===== src/rtl/dma_port_pkg.sv =====
package dma_port_pkg;
  localparam int NUM_CH = 4;
  localparam int DATA_W = 8;
  localparam int ADDR_W = 4;
  localparam int CH_W = $clog2(NUM_CH);
  localparam int WORD_W = 2 * DATA_W;
  localparam int MODE_W = DATA_W - CH_W;

  localparam logic [ADDR_W-1:0] OFS_CMD     = 4'h8;
  localparam logic [ADDR_W-1:0] OFS_REQ     = 4'h9;
  localparam logic [ADDR_W-1:0] OFS_MASK1   = 4'hA;
  localparam logic [ADDR_W-1:0] OFS_MODE    = 4'hB;
  localparam logic [ADDR_W-1:0] OFS_PTRCLR  = 4'hC;
  localparam logic [ADDR_W-1:0] OFS_MCLR    = 4'hD;
  localparam logic [ADDR_W-1:0] OFS_MASKCLR = 4'hE;
  localparam logic [ADDR_W-1:0] OFS_MASKALL = 4'hF;

  typedef enum logic [2:0] {
    RD_NONE, RD_ADDR, RD_COUNT, RD_STATUS, RD_TEMP
  } rdSel_e;

  typedef struct packed {
    logic [NUM_CH-1:0] wrAddr;
    logic [NUM_CH-1:0] wrCount;
    logic              hiByte;
    logic              wrCmd;
    logic              wrReq;
    logic              wrMask1;
    logic              wrMode;
    logic              wrMaskClr;
    logic              wrMaskAll;
    logic              masterClr;
    logic              rdStatus;
    rdSel_e            rdSel;
    logic [CH_W-1:0]   rdCh;
  } strobe_t;
endpackage


===== src/rtl/dma_port_ctrl.sv =====
module dma_port_ctrl
  import dma_port_pkg::*;
(
  input  logic              clk,
  input  logic              rstN,
  input  logic              cs,
  input  logic              wrEn,
  input  logic              rdEn,
  input  logic [ADDR_W-1:0] addr,
  output strobe_t           stb,
  output logic              ptrHi
);
  localparam logic [ADDR_W-1:0] WORD_SPAN = ADDR_W'(2 * NUM_CH);

  logic doWr, doRd, inWordSpace, isCount, ptrClr;
  logic [CH_W-1:0] ch;

  assign doWr        = cs & wrEn;
  assign doRd        = cs & rdEn & ~wrEn;
  assign inWordSpace = (addr < WORD_SPAN);
  assign isCount     = addr[0];
  assign ch          = addr[CH_W:1];
  assign ptrClr      = doWr & (addr == OFS_PTRCLR);

  always_comb begin
    stb        = '0;
    stb.hiByte = ptrHi;
    stb.rdSel  = RD_NONE;
    stb.rdCh   = ch;
    if (doWr) begin
      if (inWordSpace) begin
        stb.wrAddr[ch]  = ~isCount;
        stb.wrCount[ch] = isCount;
      end else begin
        case (addr)
          OFS_CMD:     stb.wrCmd     = 1'b1;
          OFS_REQ:     stb.wrReq     = 1'b1;
          OFS_MASK1:   stb.wrMask1   = 1'b1;
          OFS_MODE:    stb.wrMode    = 1'b1;
          OFS_MCLR:    stb.masterClr = 1'b1;
          OFS_MASKCLR: stb.wrMaskClr = 1'b1;
          OFS_MASKALL: stb.wrMaskAll = 1'b1;
          default: ;
        endcase
      end
    end else if (doRd) begin
      if (inWordSpace) begin
        stb.rdSel = isCount ? RD_COUNT : RD_ADDR;
      end else if (addr == OFS_CMD) begin
        stb.rdSel    = RD_STATUS;
        stb.rdStatus = 1'b1;
      end else if (addr == OFS_MCLR) begin
        stb.rdSel = RD_TEMP;
      end
    end
  end

  always_ff @(posedge clk) begin
    if (!rstN)                         ptrHi <= 1'b0;
    else if (stb.masterClr || ptrClr)  ptrHi <= 1'b0;
    else if ((doWr || doRd) && inWordSpace) ptrHi <= ~ptrHi;
  end
endmodule


===== src/rtl/dma_port_dp.sv =====
module dma_port_dp
  import dma_port_pkg::*;
(
  input  logic                     clk,
  input  logic                     rstN,
  input  strobe_t                  stb,
  input  logic [DATA_W-1:0]        wrData,
  input  logic [NUM_CH-1:0]        tcIn,
  input  logic [NUM_CH-1:0]        reqIn,
  input  logic [DATA_W-1:0]        tempIn,
  output logic [DATA_W-1:0]        rdData,
  output logic [NUM_CH*WORD_W-1:0] chAddr,
  output logic [NUM_CH*WORD_W-1:0] chCount,
  output logic [NUM_CH-1:0]        chMask,
  output logic [NUM_CH*2-1:0]      chModeSel,
  output logic [NUM_CH*2-1:0]      chXfer,
  output logic [NUM_CH-1:0]        chAutoInit,
  output logic [NUM_CH-1:0]        chDecr,
  output logic [DATA_W-1:0]        cmdOut,
  output logic [NUM_CH-1:0]        tcFlags
);
  logic [WORD_W-1:0] addrQ  [NUM_CH];
  logic [WORD_W-1:0] countQ [NUM_CH];
  logic [MODE_W-1:0] modeQ  [NUM_CH];
  logic [NUM_CH-1:0] maskQ, swReqQ;
  logic [CH_W-1:0]   selCh;

  assign selCh = wrData[CH_W-1:0];

  for (genvar i = 0; i < NUM_CH; i++) begin : g_ch
    always_ff @(posedge clk) begin
      if (!rstN) begin
        addrQ[i]  <= '0;
        countQ[i] <= '0;
        modeQ[i]  <= '0;
      end else begin
        if (stb.wrAddr[i]) begin
          if (stb.hiByte) addrQ[i][WORD_W-1:DATA_W] <= wrData;
          else            addrQ[i][DATA_W-1:0]      <= wrData;
        end
        if (stb.wrCount[i]) begin
          if (stb.hiByte) countQ[i][WORD_W-1:DATA_W] <= wrData;
          else            countQ[i][DATA_W-1:0]      <= wrData;
        end
        if (stb.wrMode && (selCh == CH_W'(i)))
          modeQ[i] <= wrData[DATA_W-1:CH_W];
      end
    end
    assign chAddr[i*WORD_W +: WORD_W]  = addrQ[i];
    assign chCount[i*WORD_W +: WORD_W] = countQ[i];
    assign chModeSel[2*i +: 2]         = modeQ[i][5:4];
    assign chDecr[i]                   = modeQ[i][3];
    assign chAutoInit[i]               = modeQ[i][2];
    assign chXfer[2*i +: 2]            = modeQ[i][1:0];
  end

  always_ff @(posedge clk) begin
    if (!rstN || stb.masterClr) begin
      maskQ   <= '1;
      swReqQ  <= '0;
      cmdOut  <= '0;
      tcFlags <= '0;
    end else begin
      if (stb.wrMaskAll)      maskQ        <= wrData[NUM_CH-1:0];
      else if (stb.wrMaskClr) maskQ        <= '0;
      else if (stb.wrMask1)   maskQ[selCh] <= wrData[2];
      if (stb.wrReq)          swReqQ[selCh] <= wrData[2];
      if (stb.wrCmd)          cmdOut <= wrData;
      tcFlags <= (stb.rdStatus ? '0 : tcFlags) | tcIn;
    end
  end

  assign chMask = maskQ;

  always_comb begin
    case (stb.rdSel)
      RD_ADDR:   rdData = stb.hiByte ? addrQ[stb.rdCh][WORD_W-1:DATA_W]
                                     : addrQ[stb.rdCh][DATA_W-1:0];
      RD_COUNT:  rdData = stb.hiByte ? countQ[stb.rdCh][WORD_W-1:DATA_W]
                                     : countQ[stb.rdCh][DATA_W-1:0];
      RD_STATUS: rdData = {swReqQ | reqIn, tcFlags};
      RD_TEMP:   rdData = tempIn;
      default:   rdData = '0;
    endcase
  end
endmodule


===== src/rtl/dma_port_regs.sv =====
module dma_port_regs (
  input  logic                                             clk,
  input  logic                                             rstN,
  input  logic                                             cs,
  input  logic                                             wrEn,
  input  logic                                             rdEn,
  input  logic [dma_port_pkg::ADDR_W-1:0]                  addr,
  input  logic [dma_port_pkg::DATA_W-1:0]                  wrData,
  output logic [dma_port_pkg::DATA_W-1:0]                  rdData,
  input  logic [dma_port_pkg::NUM_CH-1:0]                  tcIn,
  input  logic [dma_port_pkg::NUM_CH-1:0]                  reqIn,
  input  logic [dma_port_pkg::DATA_W-1:0]                  tempIn,
  output logic [dma_port_pkg::NUM_CH*dma_port_pkg::WORD_W-1:0] chAddr,
  output logic [dma_port_pkg::NUM_CH*dma_port_pkg::WORD_W-1:0] chCount,
  output logic [dma_port_pkg::NUM_CH-1:0]                  chMask,
  output logic [dma_port_pkg::NUM_CH*2-1:0]                chModeSel,
  output logic [dma_port_pkg::NUM_CH*2-1:0]                chXfer,
  output logic [dma_port_pkg::NUM_CH-1:0]                  chAutoInit,
  output logic [dma_port_pkg::NUM_CH-1:0]                  chDecr,
  output logic [dma_port_pkg::DATA_W-1:0]                  cmdOut
);
  dma_port_pkg::strobe_t stb;
  logic ptrHi;
  logic [dma_port_pkg::NUM_CH-1:0] tcFlags;

  dma_port_ctrl u_ctrl (
    .clk(clk), .rstN(rstN), .cs(cs), .wrEn(wrEn), .rdEn(rdEn),
    .addr(addr), .stb(stb), .ptrHi(ptrHi)
  );

  dma_port_dp u_dp (
    .clk(clk), .rstN(rstN), .stb(stb), .wrData(wrData), .tcIn(tcIn),
    .reqIn(reqIn), .tempIn(tempIn), .rdData(rdData), .chAddr(chAddr),
    .chCount(chCount), .chMask(chMask), .chModeSel(chModeSel),
    .chXfer(chXfer), .chAutoInit(chAutoInit), .chDecr(chDecr),
    .cmdOut(cmdOut), .tcFlags(tcFlags)
  );
endmodule


===== config.mk =====
export PLATFORM = sky130hd
export DESIGN_NAME = dma_port_regs
export DESIGN_NICKNAME = d
export VERILOG_FILES = /design/src/rtl/dma_port_pkg.sv /design/src/rtl/dma_port_ctrl.sv /design/src/rtl/dma_port_dp.sv /design/src/rtl/dma_port_regs.sv
export SDC_FILE = /design/constraint.sdc
export NUM_CORES = 1
export LEC_CHECK = 0
export BUFFER_PORTS_ARGS = -buffer_cell sky130_fd_sc_hd__buf_4
export CAP_MARGIN = 15
export CELL_PAD_IN_SITES_DETAIL_PLACEMENT = 2
export CELL_PAD_IN_SITES_GLOBAL_PLACEMENT = 2
export CORE_MARGIN = 2
export CORE_UTILIZATION = 31
export DETAILED_ROUTE_END_ITERATION = 8
export PLACE_DENSITY = 0.84
export RECOVER_POWER = 25
export SKIP_LAST_GASP = 1
export SLEW_MARGIN = 10
export SYNTH_ARGS = -nofsm -noshare
export SYNTH_HDL_FRONTEND = slang
export SYNTH_HIERARCHICAL = 1
export SYNTH_SLANG_ARGS = --single-unit

===== constraint.sdc =====
create_clock -name clk -period 1.86 [get_ports clk]
set_input_delay 0 -clock clk [delete_from_list [all_inputs] [get_ports clk]]
set_output_delay 0 -clock clk [all_outputs]
set_load 0.005 [all_outputs]

==> results_dict.tcl <==
set metrics [dict create \
    run_status "finished with violations" \
    violations "negative setup slack" \
    worst_slew_margin_rel 0.3729 \
    grt_antenna_before_repair 0 \
    crit_arrival_ns 2.08 \
    ys_async_sr_fraction 0 \
    yosysWarnings 6 \
    setup.worst_path.start_class "input port" \
    drt_drc_violations_left 0 \
    final-setup-viol-count 8 \
    ant_nets 0 \
    wl_microns 33510 \
    cellPowerDensity_mw_per_mm2 795.9 \
    timing.hold.ws_ns 0.03223 \
    clock_skew_ns 0.01118 \
    place_inst 1239 \
    worst_slack_ns -0.2211 \
    routed_via_density 5.245 \
    hold_violations 0 \
    sequential_to_total_area_share_from_yosys_stat 0.6071 \
    timing.final.max_slew_violations 0 \
    place.gp.congestion 0.8036 \
    max_slew.worst_pin.slew_ns 0.9344 \
    num_vias 6666 \
    overall_global_routing_resource_usage 0.2360 \
    clock_insertion_delay_worst_skew_ns 0.44 \
    first_pass_grt_wire_length_microns 48600 \
    cts_buffer_depth 2 \
    drt-initial-drc-count 529 \
    clock_sinks 173 \
    post_synth_design_cell_area_sq_mm 0.008210 \
    cap_viol_max_count 0 \
    flow.area_growth_from_synthesis_pct 40.67 \
    cts_buffers 17 \
    average_footprint_of_a_synthesized_cell_sq_um 12.20 \
    number_of_synthesized_flops_with_an_enable_pin 152 \
    h-tree-depth 4 \
    setup.worst_path.class "in -> out" \
    tritoncts_clock_tree "yes" \
    initial_standard_cell_utilization_of_the_core 0.3151 \
    clock-root-buffer "sky130_fd_sc_hd__clkbuf_16" \
    gr_overflow_total 0 \
    floorplan.rows 59 \
    hold_path_class "in -> reg" \
    grt_max_degree 67 \
    place.detailed.hpwl_microns 23080 \
    number_of_global_route_vias_before_repair 7440 \
    rsz0062_at_grt "yes" \
    fmax_mhz 480.5 \
    floorplan.die_area_sq_mm 0.02780 \
    port_buffers 204 \
    power.static_leakage_nw 4.809 \
    instances_no_fill 1271 \
    synth_seq_cells 173 \
    wirelength_per_cell_microns 26.36 \
    period_share 1.119 \
    post-route-min-period_ns 2.081 \
    syn-instance-count 673 \
    vertical_extent_of_the_die_microns 166.7 \
    timing.critical_path.to_type "output port" \
    post_synth_num_cell_types 48 \
    regToRegSetupSlack_ns 0.24 \
    drt_pass_1_iters 5 \
    floorplan.io_pins 205 \
    finalNetCount 956 \
    synth.net_count 706 \
    dieWidth_microns 166.7 \
    synth_flop_cell "sky130_fd_sc_hd__edfxtp_1" \
    clkSlewWorstSetupHoldPaths_ns 0.07 \
    placeable_core_area_sq_mm 0.02606 \
    antenna_cells 0 \
    worst_ep_required_time_ns 1.86 \
    vdd_drop_max_v 0.0005182 \
    drive_above_1_share 0.3814 \
    critical_path_peak_fanout 8 \
]
## flip-flops by register name, summed over array words and instances (netlist names)
| signal | count |
|---|---|
| u_ctrl/ptrHi | 1 |
| u_dp/cmdOut | 8 |
| u_dp/modeQ | 24 |
| u_dp/swReqQ | 4 |
| u_dp/countQ | 64 |
| u_dp/addrQ | 64 |
| u_dp/tcFlags | 4 |
| u_dp/chMask | 4 |
## final timing paths
path	startpoint	endpoint	depth (start not counted)
setup / recovery	addr[2]	rdData[5]	10
hold / removal	wrData[4]	u_dp/cmdOut[4]$_SDFFE_PP0P_	3
setup reg to reg	u_ctrl/ptrHi$_SDFFE_PP0P_	u_dp/countQ[1][11]$_SDFFCE_PN0P_	4
hold reg to reg	u_dp/swReqQ[0]$_SDFFE_PP0P_	u_dp/swReqQ[0]$_SDFFE_PP0P_	2
## power breakdown
| part | total (W) | switching [W] | internal (W) |
|---|---|---|---|
| clock network | 0.00370 | 0.00178 | 0.00192 |
| registers | 0.00446 | 0.000101 | 0.00436 |
| logic | 0.00103 | 0.000602 | 0.000433 |
## kinds of logic after synthesis
family | count (synthesis) | share of synthesized area
buffers and inverters | 67 | 0.04419
muxes | 74 | 0.09022
AOI/OAI and AO/OA | 86 | 0.06523
and+or+nand+nor | 273 | 0.1932
DFF | 173 | 0.6071
## cell usage in the layout, fill, tap and decap left out, drive strengths merged, types with 11 or more instances in the layout
| cell type | count |
|---|---|
| buf | 158 |
| edfxtp | 152 |
| clkbuf | 140 |
| and2 | 86 |
| and3 | 74 |
| mux2i | 74 |
| o22ai | 33 |
| nor2 | 31 |
| o21ai | 26 |
| nand2 | 24 |
| nor3 | 24 |
| dfxtp | 21 |
| inv | 20 |
| a21oi | 11 |
## metrics by stage
step / power [W] / setup WS [ns] / cell area [sq um] / setup TNS (ns) / util
floorplan: 0.004885 / 0.007326 / 8210 / 0 / -
global placement: 0.005475 / -0.3988 / 10490 / -6.617 / 0.4024
detailed placement: 0.005514 / -0.4154 / 10490 / -11.44 / 0.4024
CTS: 0.009226 / -0.2435 / 11450 / -1.747 / 0.4394
global route: 0.009496 / -0.2652 / 11550 / -2.038 / 0.4432
finish: 0.009193 / -0.2211 / 11550 / -1.531 / 0.4432
## layer usage
layer / global-route usage / wire length, microns / up-vias
met4: 0.09108 / 810 / 0
met2: 0.4105 / 17170 / 226
met3: 0.05798 / 1907 / 39
met1: 0.2816 / 13620 / 3423
met5: 0 / 0 / -
li1: - / - / 2978
## final cells by class
class / instances / area, sq um
inverters: 12 / 45.04
repair buffers: 286 / 2192
clock inverters: 15 / 170.2
flip-flops and latches: 173 / 4985
fillers: 2672 / 14510
multi-input cells: 433 / 3313
clock buffers: 17 / 425.4
well taps: 335 / 419.2
## critical path, cell delays in order
cell and delay, ns:
sky130_fd_sc_hd__buf_8 0.10, sky130_fd_sc_hd__nand2b_4 0.13, sky130_fd_sc_hd__or3_4 0.35, sky130_fd_sc_hd__a21oi_4 0.17, sky130_fd_sc_hd__or4b_4 0.54, sky130_fd_sc_hd__buf_12 0.19
sky130_fd_sc_hd__o22ai_4 0.17, sky130_fd_sc_hd__nor3_2 0.07, sky130_fd_sc_hd__o211ai_2 0.21, sky130_fd_sc_hd__buf_4 0.14
## synth_stat cells (2+ instances only)
cell	number	share of area
sky130_fd_sc_hd__nand4b_1	2	0.0021
sky130_fd_sc_hd__o21ai_0	9	0.0055
sky130_fd_sc_hd__nand3_1	7	0.0043
sky130_fd_sc_hd__nor2b_1	4	0.0030
sky130_fd_sc_hd__dfxtp_1	21	0.051
sky130_fd_sc_hd__nand3b_1	3	0.0027
sky130_fd_sc_hd__a31oi_1	2	0.0015
sky130_fd_sc_hd__and3_1	74	0.056
sky130_fd_sc_hd__inv_1	11	0.0050
sky130_fd_sc_hd__nor2_2	3	0.0023
sky130_fd_sc_hd__buf_4	3	0.0027
sky130_fd_sc_hd__buf_8	2	0.0037
sky130_fd_sc_hd__and2_1	86	0.066
sky130_fd_sc_hd__edfxtp_1	152	0.56
sky130_fd_sc_hd__nand2b_1	6	0.0046
sky130_fd_sc_hd__o21ai_1	17	0.010
sky130_fd_sc_hd__clkbuf_1	35	0.016
sky130_fd_sc_hd__a22oi_1	5	0.0046
sky130_fd_sc_hd__nand2_1	24	0.011
sky130_fd_sc_hd__nor3_1	23	0.014
sky130_fd_sc_hd__a21oi_1	10	0.0061
sky130_fd_sc_hd__nor2_1	28	0.013
sky130_fd_sc_hd__o22ai_1	32	0.024
sky130_fd_sc_hd__buf_6	8	0.011
sky130_fd_sc_hd__buf_2	6	0.0037
sky130_fd_sc_hd__mux2i_1	74	0.090
sky130_fd_sc_hd__nand4bb_1	2	0.0027
sky130_fd_sc_hd__o211ai_2	3	0.0046
sky130_fd_sc_hd__or4b_1	2	0.0024
## repair_timing
action / 4_1_cts / 5_1_grt
pin swaps: 29 / 19
endpoints found under the hold margin: 5 / 0
setup endpoints to repair: 8 / 8
hold buffers: 5 / 0
gates resized for setup: 55 / 35
setup buffers: 1 / 1
cloned: 1 / 2
Power figures use the tool's default switching activity.
